**src/rtl/dma_ctrl.sv**
```systemverilog
module dma_ctrl #(
  parameter int AW  = 16,
  parameter int CW  = 16,
  parameter int BLW = 8
) (
  input  logic          clk,
  input  logic          rst_n,
  input  logic          reg_wr,
  input  logic [1:0]    reg_sel,
  input  logic [15:0]   reg_wdata,
  output logic [15:0]   reg_rdata,
  output logic          hold_req,
  input  logic          hold_ack,
  output logic [AW-1:0] mem_addr,
  output logic          mem_rd,
  output logic          mem_wr,
  output logic [1:0]    mem_be,
  output logic [15:0]   mem_wdata,
  input  logic [15:0]   mem_rdata,
  input  logic          per_req,
  output logic          per_ack,
  input  logic [15:0]   per_rdata,
  output logic [15:0]   per_wdata,
  output logic          irq
);
  localparam int BCW = BLW + 1;

  logic [AW-1:0]  addr_q;
  logic [CW-1:0]  cnt_q;
  logic [BLW-1:0] blen_q;
  logic [BCW-1:0] bcnt_q;
  logic dir_q, unit_q, burst_q;
  logic busy_q, irq_q, hold_q, rel_q;

  wire ctl_wr   = reg_wr && reg_sel == 2'd2;
  wire wr_addr  = reg_wr && reg_sel == 2'd0 && !busy_q;
  wire wr_cnt   = reg_wr && reg_sel == 2'd1 && !busy_q;
  wire wr_ctl   = ctl_wr && !busy_q;
  wire start    = wr_ctl && reg_wdata[3] && cnt_q != '0;
  wire clr      = ctl_wr && reg_wdata[4];

  wire [1:0]     step  = unit_q ? 2'd2 : 2'd1;
  wire           xfer  = busy_q && hold_q && hold_ack && per_req;
  wire           last  = cnt_q <= CW'(step);
  wire [BCW-1:0] bnext = bcnt_q + BCW'(step);
  wire           bend  = burst_q && blen_q != '0 && bnext >= {1'b0, blen_q};
  wire           drop  = last || !burst_q || bend;

  always_ff @(posedge clk) begin
    if (!rst_n) begin
      addr_q  <= '0;
      cnt_q   <= '0;
      blen_q  <= '0;
      bcnt_q  <= '0;
      dir_q   <= 1'b0;
      unit_q  <= 1'b0;
      burst_q <= 1'b0;
      busy_q  <= 1'b0;
      irq_q   <= 1'b0;
      hold_q  <= 1'b0;
      rel_q   <= 1'b0;
    end else begin
      rel_q <= 1'b0;
      if (wr_addr) addr_q <= reg_wdata[AW-1:0];
      if (wr_cnt)  cnt_q  <= reg_wdata[CW-1:0];
      if (wr_ctl) begin
        dir_q   <= reg_wdata[0];
        unit_q  <= reg_wdata[1];
        burst_q <= reg_wdata[2];
        blen_q  <= reg_wdata[8 +: BLW];
      end
      if (start) busy_q <= 1'b1;

      if (xfer) begin
        addr_q <= addr_q + AW'(step);
        cnt_q  <= last ? '0 : cnt_q - CW'(step);
        if (drop) begin
          hold_q <= 1'b0;
          rel_q  <= 1'b1;
          bcnt_q <= '0;
        end else begin
          bcnt_q <= bnext;
        end
        if (last) busy_q <= 1'b0;
      end else if (busy_q && !hold_q && !rel_q && per_req) begin
        hold_q <= 1'b1;
      end

      if (xfer && last) irq_q <= 1'b1;
      else if (clr)     irq_q <= 1'b0;
    end
  end

  wire [7:0] rd_byte = addr_q[0] ? mem_rdata[15:8] : mem_rdata[7:0];

  assign hold_req  = hold_q;
  assign mem_addr  = addr_q;
  assign mem_wr    = xfer && !dir_q;
  assign mem_rd    = xfer && dir_q;
  assign per_ack   = xfer;
  assign mem_be    = unit_q ? 2'b11 : (addr_q[0] ? 2'b10 : 2'b01);
  assign mem_wdata = unit_q ? per_rdata : {2{per_rdata[7:0]}};
  assign per_wdata = unit_q ? mem_rdata : {8'h00, rd_byte};
  assign irq       = irq_q;

  always_comb begin
    case (reg_sel)
      2'd0:    reg_rdata = 16'(addr_q);
      2'd1:    reg_rdata = 16'(cnt_q);
      2'd2:    reg_rdata = 16'({blen_q, 5'b0, burst_q, unit_q, dir_q});
      default: reg_rdata = {14'b0, irq_q, busy_q};
    endcase
  end
endmodule

```
**config.mk**
```make
export PLATFORM = sky130hd
export DESIGN_NAME = dma_ctrl
export DESIGN_NICKNAME = d
export VERILOG_FILES = /design/src/rtl/dma_ctrl.sv
export SDC_FILE = /design/constraint.sdc
export NUM_CORES = 1
export LEC_CHECK = 0
export BUFFER_PORTS_ARGS = -buffer_cell sky130_fd_sc_hd__buf_2
export CAP_MARGIN = 20
export CORE_MARGIN = 10
export CORE_UTILIZATION = 44
export CTS_BUF_LIST = sky130_fd_sc_hd__clkbuf_8 sky130_fd_sc_hd__clkbuf_16
export DETAILED_ROUTE_END_ITERATION = 8
export PLACE_DENSITY = 0.73
export SLEW_MARGIN = 20
export SYNTH_ARGS = -nofsm -noshare
export SYNTH_HDL_FRONTEND = slang
export SYNTH_SLANG_ARGS = --single-unit
```
**constraint.sdc**
```tcl
create_clock -name clk -period 3.19 [get_ports clk]
set_input_delay 0.638 -clock clk [delete_from_list [all_inputs] [get_ports clk]]
set_output_delay 0.638 -clock clk [all_outputs]
set_load 0.005 [all_outputs]
```
==> results of run 1 <==
[flip-flops by register name, indices dropped and copies added (netlist names)]
register and count:
mem_addr 16, dir_q 1, cnt_q 16, burst_q 1, unit_q 1, busy_q 1
bcnt_q 9, rel_q 1, blen_q 8, hold_req 1, irq 1
[power by group]
part           leakage, uW  internal [uW]  switching (uW)
Sequential        0.000454            720            34.2
Clock            0.0000501            226             231
Combinational      0.00162            153             200
[cells by family (layout without fill, tap and decap cells)]
family,Yosys count,after routing,synth area share
AO/OA/AOI/OAI,126,126,0.1994
XOR/XNOR,10,10,0.02150
adder cells (fa/ha/maj),19,19,0.06390
buffers and inverters,70,173,0.07680
flip-flops,56,56,0.2753
multiplexers,32,32,0.08971
AND/OR/NAND/NOR,216,216,0.2734
[layout make-up]
type                    count  area share
well taps                 111     0.02848
inverters                  27     0.02079
multi-input cells         403      0.5491
clock buffers               5     0.01411
repair buffers            140      0.1514
clock inverters             1    0.006159
flip-flops and latches     56      0.2299
[tightest hold or removal path, cell delays in order (launching register included)]
cell     delay (ns)
dfxtp_1        0.32
nand3_1        0.07
o41ai_1        0.06
[routing by layer]
layer / part of all wire / wire [um]
met1: 0.42 / 6104
met2: 0.46 / 6633
met3: 0.11 / 1574
met4: 0.0067 / 97
met5: 0 / 0
[worst max path at each step]
stage | to | slack [ns] | cells past startpoint
6_report | bcnt_q[0] | 0.12 | 12
5_1_grt | rel_q | -0.03 | 12
4_1_cts | bcnt_q[2] | 0.08 | 12
3_5_place_dp | bcnt_q[2] | 0.09 | 12
3_3_place_gp | bcnt_q[5] | 0.23 | 12
2_1_floorplan | bcnt_q[2] | 0.02 | 13
[Yosys cell counts, drive strengths merged, types with 6 or more instances]
| library cell | instances |
|---|---|
| a221oi | 6 |
| nand3 | 20 |
| inv | 27 |
| and3 | 11 |
| nor2 | 38 |
| ha | 16 |
| mux2 | 16 |
| nand2 | 68 |
| buf | 20 |
| a21oi | 31 |
| nand4 | 11 |
| a31oi | 15 |
| nor3 | 15 |
| nor4 | 11 |
| o21ai | 35 |
| dfxtp | 56 |
| clkbuf | 23 |
| and2 | 10 |
| a211oi | 9 |
| mux2i | 14 |
[metrics by stage]
step           power [uW]  instance area, um^2  utilization  setup TNS (ns)
6_report             1565                 4876       0.5353               0
4_1_cts              1559                 4843       0.5317               0
3_5_place_dp         1112                 4745       0.5209               0
3_3_place_gp         1107                 4745       0.5209               0
5_1_grt              1630                 4876       0.5353        -0.05136
2_1_floorplan       972.3                 4076            -               0
==> results.cfg, run 1 <==
[status]
outcome = finished clean

[timing]
clock.fmax_mhz = 326.2
hold_viol = 0
skew_ns = 0.01126
maxSlewHeadroom = 0.4133
period_share = 0.9609
period_needed_ns = 3.065
holdWs_ns = 0.4944
finalSetupViolCount = 0
final_max_slew_viol_count = 0
setup_ws_ns = 0.1247
max_slew.worst_pin.slew_ns = 0.8791

[cts]
insertion_delay_ns = 0.31
cts_inserted_buffers = 5
postCtsSetupBuffers = 0
cts_sinks = 56
clkTransAtPathRegs_ns = 0.09
tritoncts = yes
clockRootBuffer = clkbuf_8
clk_path_buf_depth = 2
hold_buffers = 0
htreeDepth = 2
cts_resized = 0

[global_routing]
grt_pass1_wl_um = 22110
groute.usage.overall = 0.2034
met1_usage = 0.2651
grt_pass1_vias = 4237
grt_util_met3 = 0.04982
grt-ovfl-total = 0
met2_usage = 0.3386
busiest_layer = met2
antenna_found_initial = 0
grt_max_degree = 37

[drt]
drtIter0Drc = 389
drc = 0
routed_via_density = 6.116
wl_per_cell_um = 19.39
totalWireLength_um = 14410
drt_pass1_iterations = 5
ant_nets = 0
vias = 4544

[synthesis]
syn_inst = 529
synthArstFlopShare = 0
synth_area_per_cell_um2 = 7.699
post-synth-top-area-cell = dfxtp_1
ys_types = 63
synth_enable_flop_cells = 0
syn-num-nets = 603
dominantRegCellSynth = dfxtp_1
ys_ff_latch = 56
synth_top_area_share = 0.2753
synth.area.top_cells = dfxtp_1, nand2_1, ha_1, mux2_2, o21ai_0
yosysSeqAreaShare = 0.2753
synth_warnings = 0
syn_area_um2 = 4073

[critical_path]
rrSetupSlack_ns = 0.12
end_kind = flip-flop
crit_family = compound AO/OA/AOI/OAI gates
r2r_start = unit_q
critical_path_class = flip-flop to flip-flop
cp_slowest_stage_delay_ns = 0.38
crit_start = unit_q
path_buf_inv = 1
cp.arrival_ns = 3.27
r2r_cells = 12
crit_path_top_delay_cell = fa_1
reg2reg_to = bcnt_q[0]
cp.required_ns = 3.40
cp_max_fo = 3
crit_chain = inv_2 -> ha_1 -> fa_1 -> and3_1 -> and3_1 -> xor2_1 -> ha_1 -> a211oi_1 -> o211ai_1 -> o221ai_2 -> a21boi_0 -> o41ai_1
cp-start-kind = flip-flop

[cells_and_area]
fill_cells = 863
antenna_cells = 0
fin_cells = 743
seqCellArea_um2 = 1121
layout_commonest_cell = buf_2
multiInputGateArea_um2 = 2678
syn2layout_area_growth_pct = 19.72
fin_nets = 707
drive_gt1_frac = 0.2832
final_cell_mix = buf_2, nand2_1, dfxtp_1

[worst_hold_path]
hold_depth = 2
min_from = bcnt_q[0]
min_path_type = flip-flop to flip-flop
min_to = bcnt_q[0]

[power]
ir_drop_uv = 207.3
p_leak_uw = 0.002120
power-per-cell-area_nw_per_um2 = 320.9

[floorplanning]
start_util = 0.4471
fp.dieW_um = 116.2
rows = 35
ioPinCount = 126
dieHeight_um = 116.2
die_area_um2 = 13500
core_um2 = 9109

[placed_design]
dp_slack_ns = 0.09109
io_buffers = 125
placedCellCount = 737
dp_hpwl_um = 11090
routabilityCongestion = 0.9181

[run]
cap_violations = 0
(Power assumes the default switching activity.)
==> inputs of run 2 (changes only) <==
- PLACE_DENSITY: 0.73 -> 0.84
==> results.cfg, run 2 (synthesis gave the netlist of run 1 again) <==
[global_routing]
antenna_found_initial = 0
grt_pass1_wl_um = 22760
groute.usage.overall = 0.2087
grt_pass1_vias = 4443
grt_max_degree = 34
grt-ovfl-total = 0

[power]
power-per-cell-area_nw_per_um2 = 314.7
p_leak_uw = 0.002106
ir_drop_uv = 169.0
total_power_uw = 1531

[cells_and_area]
antenna_cells = 0
final_util = 0.5341
fill_cells = 864
layout_commonest_cell = buf_2
drive_gt1_frac = 0.2841
final_cell_mix = buf_2, nand2_1, dfxtp_1
syn2layout_area_growth_pct = 19.45
fin_nets = 703
fin_cells = 741

[floorplanning]
die_area_um2 = 13500
dieHeight_um = 116.2
ioPinCount = 126
fp.dieW_um = 116.2
start_util = 0.4471
core_um2 = 9109
rows = 35

[cts]
clk_path_buf_depth = 2
hold_buffers = 0
postCtsSetupBuffers = 0
tritoncts = yes
insertion_delay_ns = 0.32
clkTransAtPathRegs_ns = 0.11
clockRootBuffer = clkbuf_8
htreeDepth = 2
cts_inserted_buffers = 5
cts_sinks = 56

[drt]
drt_pass1_iterations = 5
route.met3.wl_um = 1884
routed_via_density = 6.225
top_layer = met4
drc = 0
ant_nets = 0
routed-wl-met2_um = 6516
vias = 4613
wl_met1_um = 5851
totalWireLength_um = 14740
drtIter0Drc = 453
wl_per_cell_um = 19.89

[timing]
max_slew.worst_pin.slew_ns = 0.9664
rsz0062_at_grt = no
period_needed_ns = 2.983
hold_viol = 0
final_max_slew_viol_count = 0
setup_ws_ns = 0.2072
skew_ns = 0.006791
finalSetupViolCount = 0
setup_tns_ns = 0
maxSlewHeadroom = 0.3498
clock.fmax_mhz = 335.3
period_share = 0.9350

[critical_path]
path_depth = 12
end_kind = flip-flop
r2r_cells = 12
crit_path_top_delay_cell = fa_2
path_buf_inv = 1
crit_chain = inv_2 -> ha_1 -> fa_2 -> and3_1 -> and3_1 -> xor2_1 -> ha_1 -> a211oi_2 -> o211ai_1 -> o221ai_2 -> a21oi_4 -> nor4_1
cp_max_fo = 8
crit_family = adder cells
cp-start-kind = flip-flop
critical_path_class = flip-flop to flip-flop
cp.required_ns = 3.43
cp.arrival_ns = 3.22
cp_slowest_stage_delay_ns = 0.39

[placed_design]
io_buffers = 125
routabilityCongestion = 1.005
placedCellCount = 732
dp_slack_ns = -0.01847
dp_hpwl_um = 11260

[worst_hold_path]
min_path_type = flip-flop to flip-flop
hold_depth = 2

[run]
cap_violations = 0

[status]
outcome = finished clean
-- run 2: routing by layer --
metal | up-vias | GRT usage
met5 | - | 0
met4 | 0 | 0.07256
met3 | 55 | 0.06163
met2 | 322 | 0.3371
met1 | 2119 | 0.2590
li1 | 2117 | -
-- run 2: final cells by class --
cell class,instances,area [um^2],area share
Multi-Input combinational cell,403,2698,0.5545
Sequential cell,56,1121,0.2305
Timing Repair Buffer,136,715.7,0.1471
Tap cell,111,138.9,0.02855
Inverter,27,101.3,0.02083
Clock buffer,6,82.58,0.01698
Clock inverter,2,7.507,0.001543
-- run 2: report_power, final --
group,total (uW),switching [uW],internal [uW]
combinational,357,205,152
clock,421,249,172
sequential,753,33.3,720
-- run 2: per-stage QoR --
step / hold slack, ns / instance area (um^2)
2_1_floorplan: 0.4477 / 4076
3_3_place_gp: 0.4706 / 4707
3_5_place_dp: 0.4837 / 4707
4_1_cts: 0.4975 / 4801
5_1_grt: 0.5337 / 4865
6_report: 0.4991 / 4865
-- run 2: path summary, 6_finish.rpt --
path	to	startpoint	slack, ns
min	burst_q	burst_q	0.50
max reg2reg	bcnt_q[2]	unit_q	0.21
min reg2reg	burst_q	burst_q	0.50
max	bcnt_q[2]	unit_q	0.21
-- run 2: worst min-delay path, stage by stage (launching register included) --
cell	delay [ns]
dfxtp_1	0.35
nand2_1	0.06
a21oi_1	0.06
-- run 2: what timing repair did --
action,4_1_cts,5_1_grt
cloned,0,0
gates resized for setup,1,9
setup endpoints to repair,4,11
endpoints found under the hold margin,0,0
pin swaps,0,1
==> inputs of run 3 (changes only) <==
- BUFFER_PORTS_ARGS: -buffer_cell sky130_fd_sc_hd__buf_2 -> -buffer_cell sky130_fd_sc_hd__buf_4
==> results.cfg, run 3 (synthesis gave the netlist of run 1 again) <==
[critical_path]
r2r_cells = 13
crit_chain = inv_2 -> ha_1 -> fa_2 -> and3_1 -> and3_1 -> xor2_1 -> ha_1 -> a211oi_2 -> o211ai_1 -> o221ai_2 -> buf_4 -> a21oi_4 -> nor4_2
cp_max_fo = 8
reg2reg_to = bcnt_q[4]
crit_start = unit_q
crit_path_top_delay_cell = fa_2
cp_slowest_stage_delay_ns = 0.39
rrSetupSlack_ns = 0.11
cp.arrival_ns = 3.31
cp.required_ns = 3.42
cp-start-kind = flip-flop
critical_path_class = flip-flop to flip-flop
r2r_start = unit_q
end_kind = flip-flop
crit_path_end = bcnt_q[4]

[cells_and_area]
final_cell_mix = buf_4, nand2_1, dfxtp_1
drive_gt1_frac = 0.2921
fin_cells = 741
fill_cells = 859
antenna_cells = 0
syn2layout_area_growth_pct = 27.62
layout_commonest_cell = buf_4
fin_nets = 703

[drt]
wl_per_cell_um = 19.71
drtIter0Drc = 318
ant_nets = 0
vias = 4585
drt_pass1_iterations = 5
routed_via_density = 6.188
drc = 0
totalWireLength_um = 14610

[status]
outcome = finished clean

[timing]
period_needed_ns = 3.081
setup_ws_ns = 0.1094
final_max_slew_viol_count = 0
setup_tns_ns = 0
period_share = 0.9657
finalSetupViolCount = 0
clock.fmax_mhz = 324.6
skew_ns = 0.009860
maxSlewHeadroom = 0.3743
max_slew.worst_pin.slew_ns = 0.9351
hold_viol = 0
holdWs_ns = 0.4948

[power]
power-per-cell-area_nw_per_um2 = 300.2
p_leak_uw = 0.002173
ir_drop_uv = 191.8

[placed_design]
io_buffers = 125
dp_hpwl_um = 11300
dp_slack_ns = -0.05219
routabilityCongestion = 0.9197
placedCellCount = 732

[worst_hold_path]
min_path_type = flip-flop to flip-flop

[floorplanning]
start_util = 0.4471
ioPinCount = 126
rows = 35
core_um2 = 9109
fp.dieW_um = 116.2
dieHeight_um = 116.2
die_area_um2 = 13500

[cts]
htreeDepth = 2
clkTransAtPathRegs_ns = 0.10
insertion_delay_ns = 0.32
hold_buffers = 0
clockRootBuffer = clkbuf_8
clk_path_buf_depth = 2
tritoncts = yes
cts_inserted_buffers = 5
cts_sinks = 56

[run]
cap_violations = 0

[global_routing]
grt-ovfl-total = 0
grt_max_degree = 25
groute.usage.overall = 0.2050
grt_pass1_wl_um = 22260
grt_pass1_vias = 4303
antenna_found_initial = 0
run 3: cell types whose count changed in the layout (fill, tap and decap cells not counted), moves of 3 or more:
cell    previous run  this run
nor4_1             8         5
nor4_2             3         6
buf_4             10       135
buf_2            125         0
run 3: per-layer routing:
layer,GRT usage,vias to the layer above,wire (um)
met5,0,-,0
met4,0.07840,0,440
met3,0.06061,55,1819
met2,0.3341,287,6517
met1,0.2494,2130,5830
li1,-,2113,-
run 3: cell type report:
class	instances	area, um^2	share of cell area
Multi-Input combinational cell	403	2720	0.5234
Sequential cell	56	1122	0.2159
Timing Repair Buffer	136	1025	0.1972
Tap cell	111	138.9	0.02672
Inverter	27	101.3	0.01950
Clock buffer	6	82.58	0.01589
Clock inverter	2	7.507	0.001444
run 3: worst min path at each step:
stage | startpoint | end | slack, ns | depth (start not counted)
finish | bcnt_q[0] | bcnt_q[0] | 0.49 | 2
global route | blen_q[7] | blen_q[7] | 0.52 | 2
CTS | blen_q[7] | blen_q[7] | 0.50 | 2
detailed placement | blen_q[7] | blen_q[7] | 0.48 | 2
global placement | bcnt_q[0] | bcnt_q[0] | 0.47 | 2
floorplan | bcnt_q[0] | bcnt_q[0] | 0.45 | 2
run 3: power breakdown:
part           switching (uW)  leakage (uW)  internal, uW
Combinational             205       0.00166           192
Sequential               34.0      0.000455           720
Clock                     238     0.0000538           172
run 3: repair_timing:
item,CTS,global route
pin swaps,0,4
buffers inserted,0,1
setup endpoints to repair,6,11
hold endpoints to repair,0,0
resized for setup,2,14
run 3: metrics by stage:
step / area (um^2) / utilization / total power [uW]
floorplan: 4076 / - / 972.3
global placement: 5020 / 0.5511 / 1139
detailed placement: 5020 / 0.5511 / 1150
CTS: 5120 / 0.5621 / 1548
global route: 5197 / 0.5706 / 1625
finish: 5197 / 0.5706 / 1560
run 3: critical path: cells and delay by family (launching register included):
family / cells / cell delay, ns
adders and majority gates: 3 / 0.92
and+or+nand+nor: 3 / 0.71
AOI/OAI and AO/OA: 4 / 0.66
DFF: 1 / 0.35
buffers and inverters: 2 / 0.20
xor gates and xnor gates: 1 / 0.15
